**config.mk**
```make
export PLATFORM = sky130hd
export DESIGN_NAME = tdc_bin_calib
export DESIGN_NICKNAME = d
export VERILOG_FILES = /design/src/rtl/tdccal_pkg.sv /design/src/rtl/tdccal_hist.sv /design/src/rtl/tdccal_build.sv /design/src/rtl/tdccal_lut.sv /design/src/rtl/tdc_bin_calib.sv
export SDC_FILE = /design/constraint.sdc
export NUM_CORES = 2
export LEC_CHECK = 0
export BUFFER_PORTS_ARGS = -buffer_cell sky130_fd_sc_hd__buf_2
export CAP_MARGIN = 20
export CORE_ASPECT_RATIO = 1.5
export CORE_MARGIN = 5
export CORE_UTILIZATION = 25
export DETAILED_ROUTE_END_ITERATION = 10
export HOLD_SLACK_MARGIN = 0.08
export PLACE_DENSITY = 0.51
export SYNTH_ARGS = -nofsm -noshare
export SYNTH_HDL_FRONTEND = slang
export SYNTH_SLANG_ARGS = --single-unit
```
**constraint.sdc**
```tcl
create_clock -name clk -period 8.3 [get_ports clk]
set_input_delay 1.66 -clock clk [delete_from_list [all_inputs] [get_ports clk]]
set_output_delay 1.66 -clock clk [all_outputs]
set_load 0.02 [all_outputs]
```
**src/rtl/tdccal_pkg.sv**
```systemverilog
package tdccal_pkg;

    typedef enum logic [1:0] {
        BLD_IDLE  = 2'd0,
        BLD_DRAIN = 2'd1,
        BLD_SWEEP = 2'd2
    } bld_state_t;

    // Centre of bin i when all bins are assumed equal.
    function automatic longint unsigned ideal_time(
        longint unsigned idx,
        longint unsigned nbins,
        longint unsigned period
    );
        return ((2 * idx + 1) * period) / (2 * nbins);
    endfunction

    // Lower-bin cumulative width plus half the own width, scaled to picoseconds.
    function automatic longint unsigned scaled_time(
        longint unsigned below,
        longint unsigned cnt,
        longint unsigned period,
        int unsigned     ev_log2
    );
        return ((2 * below + cnt) * period) >> (ev_log2 + 1);
    endfunction

endpackage

```
**src/rtl/tdccal_hist.sv**
```systemverilog
module tdccal_hist #(
    parameter int unsigned CODE_W  = 6,
    parameter int unsigned EV_LOG2 = 14,
    parameter int unsigned CNT_W   = EV_LOG2 + 1
) (
    input  logic              clk,
    input  logic              rst,
    input  logic [CODE_W-1:0] hit_code,
    input  logic              hit_valid,
    input  logic              busy,
    output logic              batch_done,
    input  logic              sw_en,
    input  logic [CODE_W-1:0] sw_idx,
    output logic [CNT_W-1:0]  sw_count
);
    localparam int unsigned NBINS = 1 << CODE_W;

    typedef struct packed {
        logic              v;
        logic [CODE_W-1:0] code;
    } stage_t;

    logic [CNT_W-1:0]   hist [NBINS];
    logic [EV_LOG2-1:0] ev_cnt;
    stage_t             s1, s2;
    logic [CNT_W-1:0]   s2_rd;
    logic               accept;

    assign accept     = hit_valid && !busy;
    assign batch_done = accept && (ev_cnt == '1);
    assign sw_count   = hist[sw_idx];

    always_ff @(posedge clk) begin
        if (rst) begin
            ev_cnt <= '0;
            s1     <= '0;
            s2     <= '0;
            s2_rd  <= '0;
            for (int i = 0; i < NBINS; i++) begin
                hist[i] <= '0;
            end
        end else begin
            if (accept) begin
                ev_cnt <= ev_cnt + 1'b1;
            end
            s1.v    <= accept;
            s1.code <= hit_code;
            s2      <= s1;
            s2_rd   <= hist[s1.code];
            if (sw_en) begin
                hist[sw_idx] <= '0;
            end else if (s2.v) begin
                hist[s2.code] <= s2_rd + 1'b1;
            end
        end
    end

    // Input contract: the read of a bin must not race its own pending write-back.
    assert_same_bin_gap_R3: assert property (@(posedge clk) disable iff (rst)
        (s1.v && s2.v) |-> (s1.code != s2.code));

    // A counter must never be incremented from its maximum value.
    assert_no_overflow_R3: assert property (@(posedge clk) disable iff (rst)
        s2.v |-> (s2_rd != '1));

endmodule

```
**src/rtl/tdccal_build.sv**
```systemverilog
module tdccal_build
    import tdccal_pkg::*;
#(
    parameter int unsigned CODE_W    = 6,
    parameter int unsigned EV_LOG2   = 14,
    parameter int unsigned CNT_W     = EV_LOG2 + 1,
    parameter int unsigned TIME_W    = 12,
    parameter int unsigned PERIOD_PS = 4000,
    parameter int unsigned DRAIN     = 3
) (
    input  logic              clk,
    input  logic              rst,
    input  logic              batch_done,
    output logic              busy,
    output logic              sw_en,
    output logic [CODE_W-1:0] sw_idx,
    input  logic [CNT_W-1:0]  sw_count,
    output logic              tw_en,
    output logic [CODE_W-1:0] tw_idx,
    output logic [TIME_W-1:0] tw_time,
    output logic              swap
);
    localparam int unsigned DR_W   = $clog2(DRAIN + 1);
    localparam int unsigned EVENTS = 1 << EV_LOG2;

    bld_state_t        state;
    logic [DR_W-1:0]   dcnt;
    logic [CODE_W-1:0] idx;
    logic [CNT_W-1:0]  cum;
    logic [TIME_W-1:0] prev_time;
    logic              last_bin;

    assign busy     = (state != BLD_IDLE);
    assign sw_en    = (state == BLD_SWEEP);
    assign tw_en    = sw_en;
    assign sw_idx   = idx;
    assign tw_idx   = idx;
    assign last_bin = (idx == '1);
    assign swap     = sw_en && last_bin;
    assign tw_time  = TIME_W'(scaled_time(64'(cum), 64'(sw_count),
                                          64'(PERIOD_PS), EV_LOG2));

    always_ff @(posedge clk) begin
        if (rst) begin
            state     <= BLD_IDLE;
            dcnt      <= '0;
            idx       <= '0;
            cum       <= '0;
            prev_time <= '0;
        end else begin
            unique case (state)
                BLD_IDLE: begin
                    if (batch_done) begin
                        state <= BLD_DRAIN;
                        dcnt  <= '0;
                    end
                end
                BLD_DRAIN: begin
                    dcnt <= dcnt + 1'b1;
                    if (dcnt == DR_W'(DRAIN - 1)) begin
                        state <= BLD_SWEEP;
                        idx   <= '0;
                        cum   <= '0;
                    end
                end
                BLD_SWEEP: begin
                    cum       <= cum + sw_count;
                    idx       <= idx + 1'b1;
                    prev_time <= tw_time;
                    if (last_bin) begin
                        state <= BLD_IDLE;
                    end
                end
                default: state <= BLD_IDLE;
            endcase
        end
    end

    // Entries written during one sweep never go down.
    assert_table_monotonic_R8: assert property (@(posedge clk) disable iff (rst)
        (sw_en && idx != '0) |-> (tw_time >= prev_time));

    // The booked counts of one batch add up to exactly the batch size.
    assert_batch_total_R4: assert property (@(posedge clk) disable iff (rst)
        swap |-> ((cum + sw_count) == CNT_W'(EVENTS)));

endmodule

```
**src/rtl/tdccal_lut.sv**
```systemverilog
module tdccal_lut
    import tdccal_pkg::*;
#(
    parameter int unsigned CODE_W    = 6,
    parameter int unsigned TIME_W    = 12,
    parameter int unsigned PERIOD_PS = 4000
) (
    input  logic              clk,
    input  logic              rst,
    input  logic              tw_en,
    input  logic [CODE_W-1:0] tw_idx,
    input  logic [TIME_W-1:0] tw_time,
    input  logic              swap,
    input  logic [CODE_W-1:0] look_code,
    input  logic              look_valid,
    output logic [TIME_W-1:0] out_time,
    output logic              out_valid
);
    localparam int unsigned NBINS = 1 << CODE_W;

    logic [TIME_W-1:0] bank [2][NBINS];
    logic              act;

    always_ff @(posedge clk) begin
        if (rst) begin
            act       <= 1'b0;
            out_time  <= '0;
            out_valid <= 1'b0;
            for (int i = 0; i < NBINS; i++) begin
                bank[0][i] <= TIME_W'(ideal_time(64'(i), 64'(NBINS), 64'(PERIOD_PS)));
                bank[1][i] <= TIME_W'(ideal_time(64'(i), 64'(NBINS), 64'(PERIOD_PS)));
            end
        end else begin
            if (tw_en) begin
                bank[!act][tw_idx] <= tw_time;
            end
            if (swap) begin
                act <= !act;
            end
            out_valid <= look_valid;
            out_time  <= bank[act][look_code];
        end
    end

endmodule

```
**src/rtl/tdc_bin_calib.sv**
```systemverilog
module tdc_bin_calib #(
    parameter int unsigned CODE_W    = 6,
    parameter int unsigned EV_LOG2   = 14,
    parameter int unsigned PERIOD_PS = 4000,
    parameter int unsigned TIME_W    = 12
) (
    input  logic              clk,
    input  logic              rst,
    input  logic [CODE_W-1:0] raw_code,
    input  logic              raw_valid,
    output logic [TIME_W-1:0] cal_ps,
    output logic              cal_valid
);
    localparam int unsigned CNT_W = EV_LOG2 + 1;
    localparam int unsigned DRAIN = 3;

    logic              busy, batch_done, sw_en, tw_en, swap;
    logic [CODE_W-1:0] sw_idx, tw_idx;
    logic [CNT_W-1:0]  sw_count;
    logic [TIME_W-1:0] tw_time;

    tdccal_hist #(
        .CODE_W (CODE_W),
        .EV_LOG2(EV_LOG2),
        .CNT_W  (CNT_W)
    ) u_hist (
        .clk       (clk),
        .rst       (rst),
        .hit_code  (raw_code),
        .hit_valid (raw_valid),
        .busy      (busy),
        .batch_done(batch_done),
        .sw_en     (sw_en),
        .sw_idx    (sw_idx),
        .sw_count  (sw_count)
    );

    tdccal_build #(
        .CODE_W   (CODE_W),
        .EV_LOG2  (EV_LOG2),
        .CNT_W    (CNT_W),
        .TIME_W   (TIME_W),
        .PERIOD_PS(PERIOD_PS),
        .DRAIN    (DRAIN)
    ) u_build (
        .clk       (clk),
        .rst       (rst),
        .batch_done(batch_done),
        .busy      (busy),
        .sw_en     (sw_en),
        .sw_idx    (sw_idx),
        .sw_count  (sw_count),
        .tw_en     (tw_en),
        .tw_idx    (tw_idx),
        .tw_time   (tw_time),
        .swap      (swap)
    );

    tdccal_lut #(
        .CODE_W   (CODE_W),
        .TIME_W   (TIME_W),
        .PERIOD_PS(PERIOD_PS)
    ) u_lut (
        .clk       (clk),
        .rst       (rst),
        .tw_en     (tw_en),
        .tw_idx    (tw_idx),
        .tw_time   (tw_time),
        .swap      (swap),
        .look_code (raw_code),
        .look_valid(raw_valid),
        .out_time  (cal_ps),
        .out_valid (cal_valid)
    );

    assert_valid_follows_R2: assert property (@(posedge clk) disable iff (rst)
        raw_valid |=> cal_valid);

    assert_invalid_follows_R2: assert property (@(posedge clk) disable iff (rst)
        !raw_valid |=> !cal_valid);

endmodule

```
After elaboration in Yosys (flattened, before gate mapping)
Memory sizes are Yosys's and may differ from the RTL's. A register that Yosys moved wholly into a read port is not among the register bits.
Index checks and enable logic that the tools add are counted.
W data, S select, Z words.
Cells by class
  $add $sub $neg: 6
  $mul: 1
  divide/modulo/power cells: 0
  order comparisons: 3
  eq/ne operators: 8
  shift operators: 0
  muxes and demuxes: 38
  bitwise gates (word level): 2
  reductions and logical operators: 16
Operator list (count)
  $mux W768: 3
  $reduce_or A768 Y1: 1
  $bmux W12 S6: 1
  $demux W12 S6: 1
  $mul A64 B7 Y22 const B: 1
  $mux W15: 3
  $mux W12: 3
  $mux W6: 5
  $pmux W15 S2: 1
  $reduce_or A15 Y1: 2
  $add A16 B15 Y17: 1
  $add A15 B1 Y15 const B: 1
  $add A15 B15 Y15: 1
  $add A14 B1 Y14 const B: 1
  $eq A14 B14 Y1 const B: 1
  $ge A7 B7 Y1 const B: 2
  $mux W1: 14
  $not A6 Y7: 2
  $pmux W6 S2: 1
  $mux W2: 4
  $lt A7 B1 Y1 const B: 1
  $add A6 B1 Y6 const B: 1
  $eq A6 B6 Y1 const B: 1
  $pmux W2 S3: 1
  other kinds (12): 21
Storage, ports and cells
  bits in registers: 67
  bits in latches: 0
  RAM bits: 2496
  ROM bits: 0
  input port bits: 9
  output and inout port bits: 13
  logic and storage cells: 88
  memories: 2
Memories
  u_lut.bank: words 2, width 768, read ports 1, clocked after Yosys merged registers in 1, write ports 2, RTL line tdccal_lut.sv:21  | logic [TIME_W-1:0] bank [2][NBINS];
  u_hist.hist: words 64, width 15, read ports 2, clocked after Yosys merged registers in 2, write ports 64, RTL line tdccal_hist.sv:23  | logic [CNT_W-1:0] hist [NBINS];

Depth between registers and ports, before layout
  depth after elaboration: 8
  mapped depth: 36
  mapped depth without buffers: 29

By module
From an unflattened synthesis, not the netlist that was laid out.
Unflattened totals
  cell total of the unflattened synthesis: 8854
  area, all modules: 126052.1 um^2
Modules (own cells, without submodules)
  tdccal_lut: instances 1, cells an instance 4770, area each 70515.1 um^2, sequential area each 46424.5 um^2
  tdccal_hist: instances 1, cells an instance 3536, area each 50689.9 um^2, sequential area each 29688.5 um^2
  tdccal_build: instances 1, cells an instance 548, area each 4847.1 um^2, sequential area each 500.5 um^2

Worst setup path after synthesis
OpenSTA, ideal clock, no wires.
  kind: flip-flop to flip-flop
  start point: register with a tool-made name
  end point: memory u_lut.bank[0][191] in the netlist's numbering (data pin)
  library setup time: 0.272 ns
  arrival: 8.892 ns
  required time: 8.028 ns
  path slack: -0.864 ns
  cell stages (with the launch flop): 37
  path buffers: 7
  clock period less this slack: 9.164 ns
  path through: dfxtp_1 > clkbuf_1 > buf_6 > clkbuf_1 > buf_2 > buf_2 > mux4_2 > mux4_2 > mux4_2 > ha_1 > fa_1 > a21o_1 > a21oi_1 > o21bai_1 > a21oi_1 > o21a_1 > o21ai_0 > nor2_1 > xnor2_1 > ha_1 > inv_1 > fa_1 > fa_1 > inv_1 > fa_1 > ha_1 > a21o_1 > a21o_1 > a21oi_1 > o21bai_1 > o21ai_0 > nand4b_1 > a31oi_1 > xnor2_1 > clkbuf_1 > buf_2 > nand2_1
RTL lines (RTL line)
  end, declared: tdccal_lut.sv:21

==> results_dict.tcl <==
set metrics [dict create \
    status "finished, violations left" \
    violations "negative setup slack" \
    drv_slew 0 \
    synth_compound_area_share_pct 0.8664 \
    synthAdderAreaFrac_pct 1.539 \
    leakage_nw 43.68 \
    synthXorXnorAreaFrac_pct 0.5721 \
    clock_path_buffers 4 \
    critPathMaxStageDelay_ns 0.54 \
    min_period_ns 8.753 \
    drc 0 \
    yosysWarningCount 0 \
    nNetsFinal 8603 \
    dp.cells 14560 \
    num_vias 76030 \
    place_area_um2 133600 \
    async_reset_ff_share_pct 0 \
    clock.fmax_ghz 0.1142 \
    holdPathEnd "u_hist.s2[6]$_SDFF_PP0_" \
    top_layer "met5" \
    drtIter0Drc 8435 \
    hold_depth 1 \
    setup_viol 711 \
    post_drt_wl_per_cell_um 28.53 \
    dp_hpwl_um 290900 \
    setup_ws_ns -0.4530 \
    critPathSlowestCell "mux4_2" \
    ys_seq_area_share_pct 62.66 \
    numCtsBuffers 279 \
    fp.dieW_um 581.5 \
    drtPass1Iterations 5 \
    critPathLaunchType "register" \
    finClkSkew_ns 0.09138 \
    grt_max_degree 117 \
    worstReg2RegEnd "u_lut.bank[0][465]$_SDFFCE_PN1P_" \
    critical_path_required_ns 8.91 \
    ys.flop_type "edfxtp_1" \
    worst_setup_path_end_kind "register" \
    worst_slew_pin_slew_ns 1.179 \
    grt_pass1_wl_um 604100 \
    synthMuxAreaShare_pct 20.85 \
    reg2reg_depth 36 \
    met2WireLength_um 222600 \
    met3_length_um 28930 \
    critPathKind "register to register" \
    syn_avg_cell_area_um2 14.92 \
    nFillCells 48430 \
    synth-edff-count 2496 \
    io_pins 22 \
    clk_pin_slew_ns 0.07 \
    hold_start "u_hist.s1[6]$_SDFF_PP0_" \
    netlist_area_um2 122500 \
    ant_nets 0 \
    fp-row-count 314 \
    drive_gt1_share_pct 29.19 \
    cts_sinks 2585 \
    cts-root-buf "clkbuf_16" \
    drv_cap 0 \
    total_power_mw 40.77 \
    port_buffers 21 \
    rsz0062_at_grt "yes" \
    synth_top_family_by_area "multiplexers" \
    tritoncts "built" \
    synthCells 8211 \
    cts_hold_buf 0 \
    grt_util_all_layers_pct 16.61 \
    power_density_nw_per_um2 279.6 \
    die_h_um 867.2 \
    fin_area_um2 145800 \
    cp.arrival_ns 9.36 \
    core-area_um2 488000 \
    gp_congestion 0.8796 \
    grt_pass1_vias 78290 \
    slew_headroom_pct 21.08 \
    fin_crit_sh_pct 105.5 \
    fin_setup_tns_ns -196.36 \
    worst-r2r-setup-slack_ns -0.45 \
    syn-num-nets 8339 \
    grt_overflow_total 0 \
    clk_latency_ns 0.93 \
    wirelength_um 433000 \
    ir_worst_vdd_uv 717.4 \
    final-instance-count-excl-fill 15170 \
    hold_viol_final 0 \
    area_delta_synth_final_pct 19.07 \
    wl_met1_um 151700 \
    path_max_fanout 8 \
    routed_via_density 5.011 \
    htree_levels 5 \
    synth-simple-area-share_pct 11.05 \
    fp.dieArea_um2 504300 \
    hp-class "register to register" \
    start_util_pct 25.10 \
    yosysUniqueCellTypes 60 \
    antenna_found_initial 30 \
    synth-seq-cells 2585 \
]
## worst max path at each step
| stage | startpoint | endpoint | cells past startpoint |
|---|---|---|---|
| final | register | u_lut.bank[0][465]$_SDFFCE_PN1P_ | 36 |
| after floorplan | register | u_lut.bank[1][191]$_SDFFCE_PN1P_ | 36 |
| after detailed placement | register | u_lut.bank[1][215]$_SDFFCE_PN1P_ | 30 |
| after CTS | register | u_lut.bank[1][695]$_SDFFCE_PN0P_ | 36 |
| after global placement | register | u_lut.bank[0][215]$_SDFFCE_PN1P_ | 32 |
| after global routing | register | u_lut.bank[0][370]$_SDFFCE_PN0P_ | 36 |
## registers in the layout (all words and copies together), names as in the netlist, named ones only
name / cells
u_lut.out_valid: 1
u_hist.s2: 7
u_hist.s2_rd: 15
u_hist.hist: 960
u_build.state: 2
u_hist.ev_cnt: 14
u_lut.bank: 1536
u_lut.act: 1
u_hist.s1: 7
u_build.sw_idx: 6
u_build.dcnt: 2
u_build.cum: 15
u_lut.out_time: 12
## routing by layer
layer | GRT usage (%) | up-vias
li1 | - | 31220
met1 | 18.87 | 40430
met2 | 29.48 | 3490
met3 | 2.505 | 881
met4 | 9.932 | 10
met5 | 0 | -
## synthesized netlist by cell type, types with 47 or more instances
library cell,number,area (um2)
nor2b_1,48,300.3
mux2i_1,47,470.5
dfxtp_1,89,1782
nand2b_1,143,894.6
nand2_1,1023,3840
buf_1,83,311.6
inv_1,79,296.5
a21oi_1,49,245.2
fa_1,50,1001
edfxtp_1,2496,74950
ha_1,69,863.3
nor2_1,1975,7413
or2_2,69,431.7
xnor2_1,55,481.7
buf_2,147,735.7
clkbuf_1,411,1543
mux4_2,1113,25070
## layout by cell type (no fill, tap or decap), types with 27 or more instances in the layout
cell type  instances
buf_16            27
nor2_2            41
mux4_2          1113
a21oi_1           40
buf_8             27
clkinv_2          50
xnor2_1           37
inv_1             77
nand2_2           99
clkbuf_1          46
dfxtp_1           80
edfxtp_1        2496
clkbuf_16        297
nor2_4            69
or2_2             69
nor2_1          1875
fa_1              48
buf_6             36
nand2_1          919
clkinv_1          40
buf_4            400
nor2b_1           46
buf_12           118
mux2i_1           47
ha_1              50
nand2b_1         143
## critical path: cells and delay by family (launching register included)
family / cells / cell delay [ns]
buffers and inverters: 11 / 1.49
adders and majority gates: 6 / 2.33
and+or+nand+nor: 5 / 0.69
AOI/OAI and AO/OA: 9 / 1.66
DFF: 1 / 0.37
xor gates and xnor gates: 2 / 0.26
muxes: 3 / 1.58
## through the flow
stage | setup WS [ns] | hold WS, ns | utilization (%)
6_report | -0.4530 | 0.4607 | 29.88
5_1_grt | -0.6252 | 0.4882 | 29.88
4_1_cts | -0.3029 | 0.4715 | 29.67
3_5_place_dp | -0.3750 | 0.4577 | 27.37
3_3_place_gp | -0.5129 | 0.4628 | 27.34
2_1_floorplan | 0.01921 | 0.4138 | -
## report_power, final
part	switching [mW]	leakage (nW)	internal, mW	total, mW
Clock	5.52	4.37	7.19	12.7
Combinational	8.10	15.4	5.24	13.3
Sequential	0.161	23.9	14.6	14.7
## cell type report
type	count	area [um2]	area share (%)
antenna	15	37.54	0.02574
clock inverter	151	1570	1.077
sequential	2585	76770	52.64
inverter	80	300.3	0.2059
clock buffer	336	7385	5.064
multi-input combinational	4891	44330	30.40
tap	6478	8105	5.558
timing repair buffer	638	7326	5.024
## logic make-up after synthesis
family	Yosys count
AND/OR/NAND/NOR	3369
flip-flops	2585
multiplexers	1160
buffers and inverters	735
AO/OA/AOI/OAI	161
adder cells (fa/ha/maj)	121
XOR/XNOR	80
## what timing repair did
item | CTS | global route
cloned | 25 | 11
resized for setup | 218 | 200
endpoints found under the hold margin | 0 | 0
setup endpoints to repair | 1314 | 1405
buffers inserted | 68 | 15
pin swaps | 29 | 56
(Power assumes the default switching activity.)
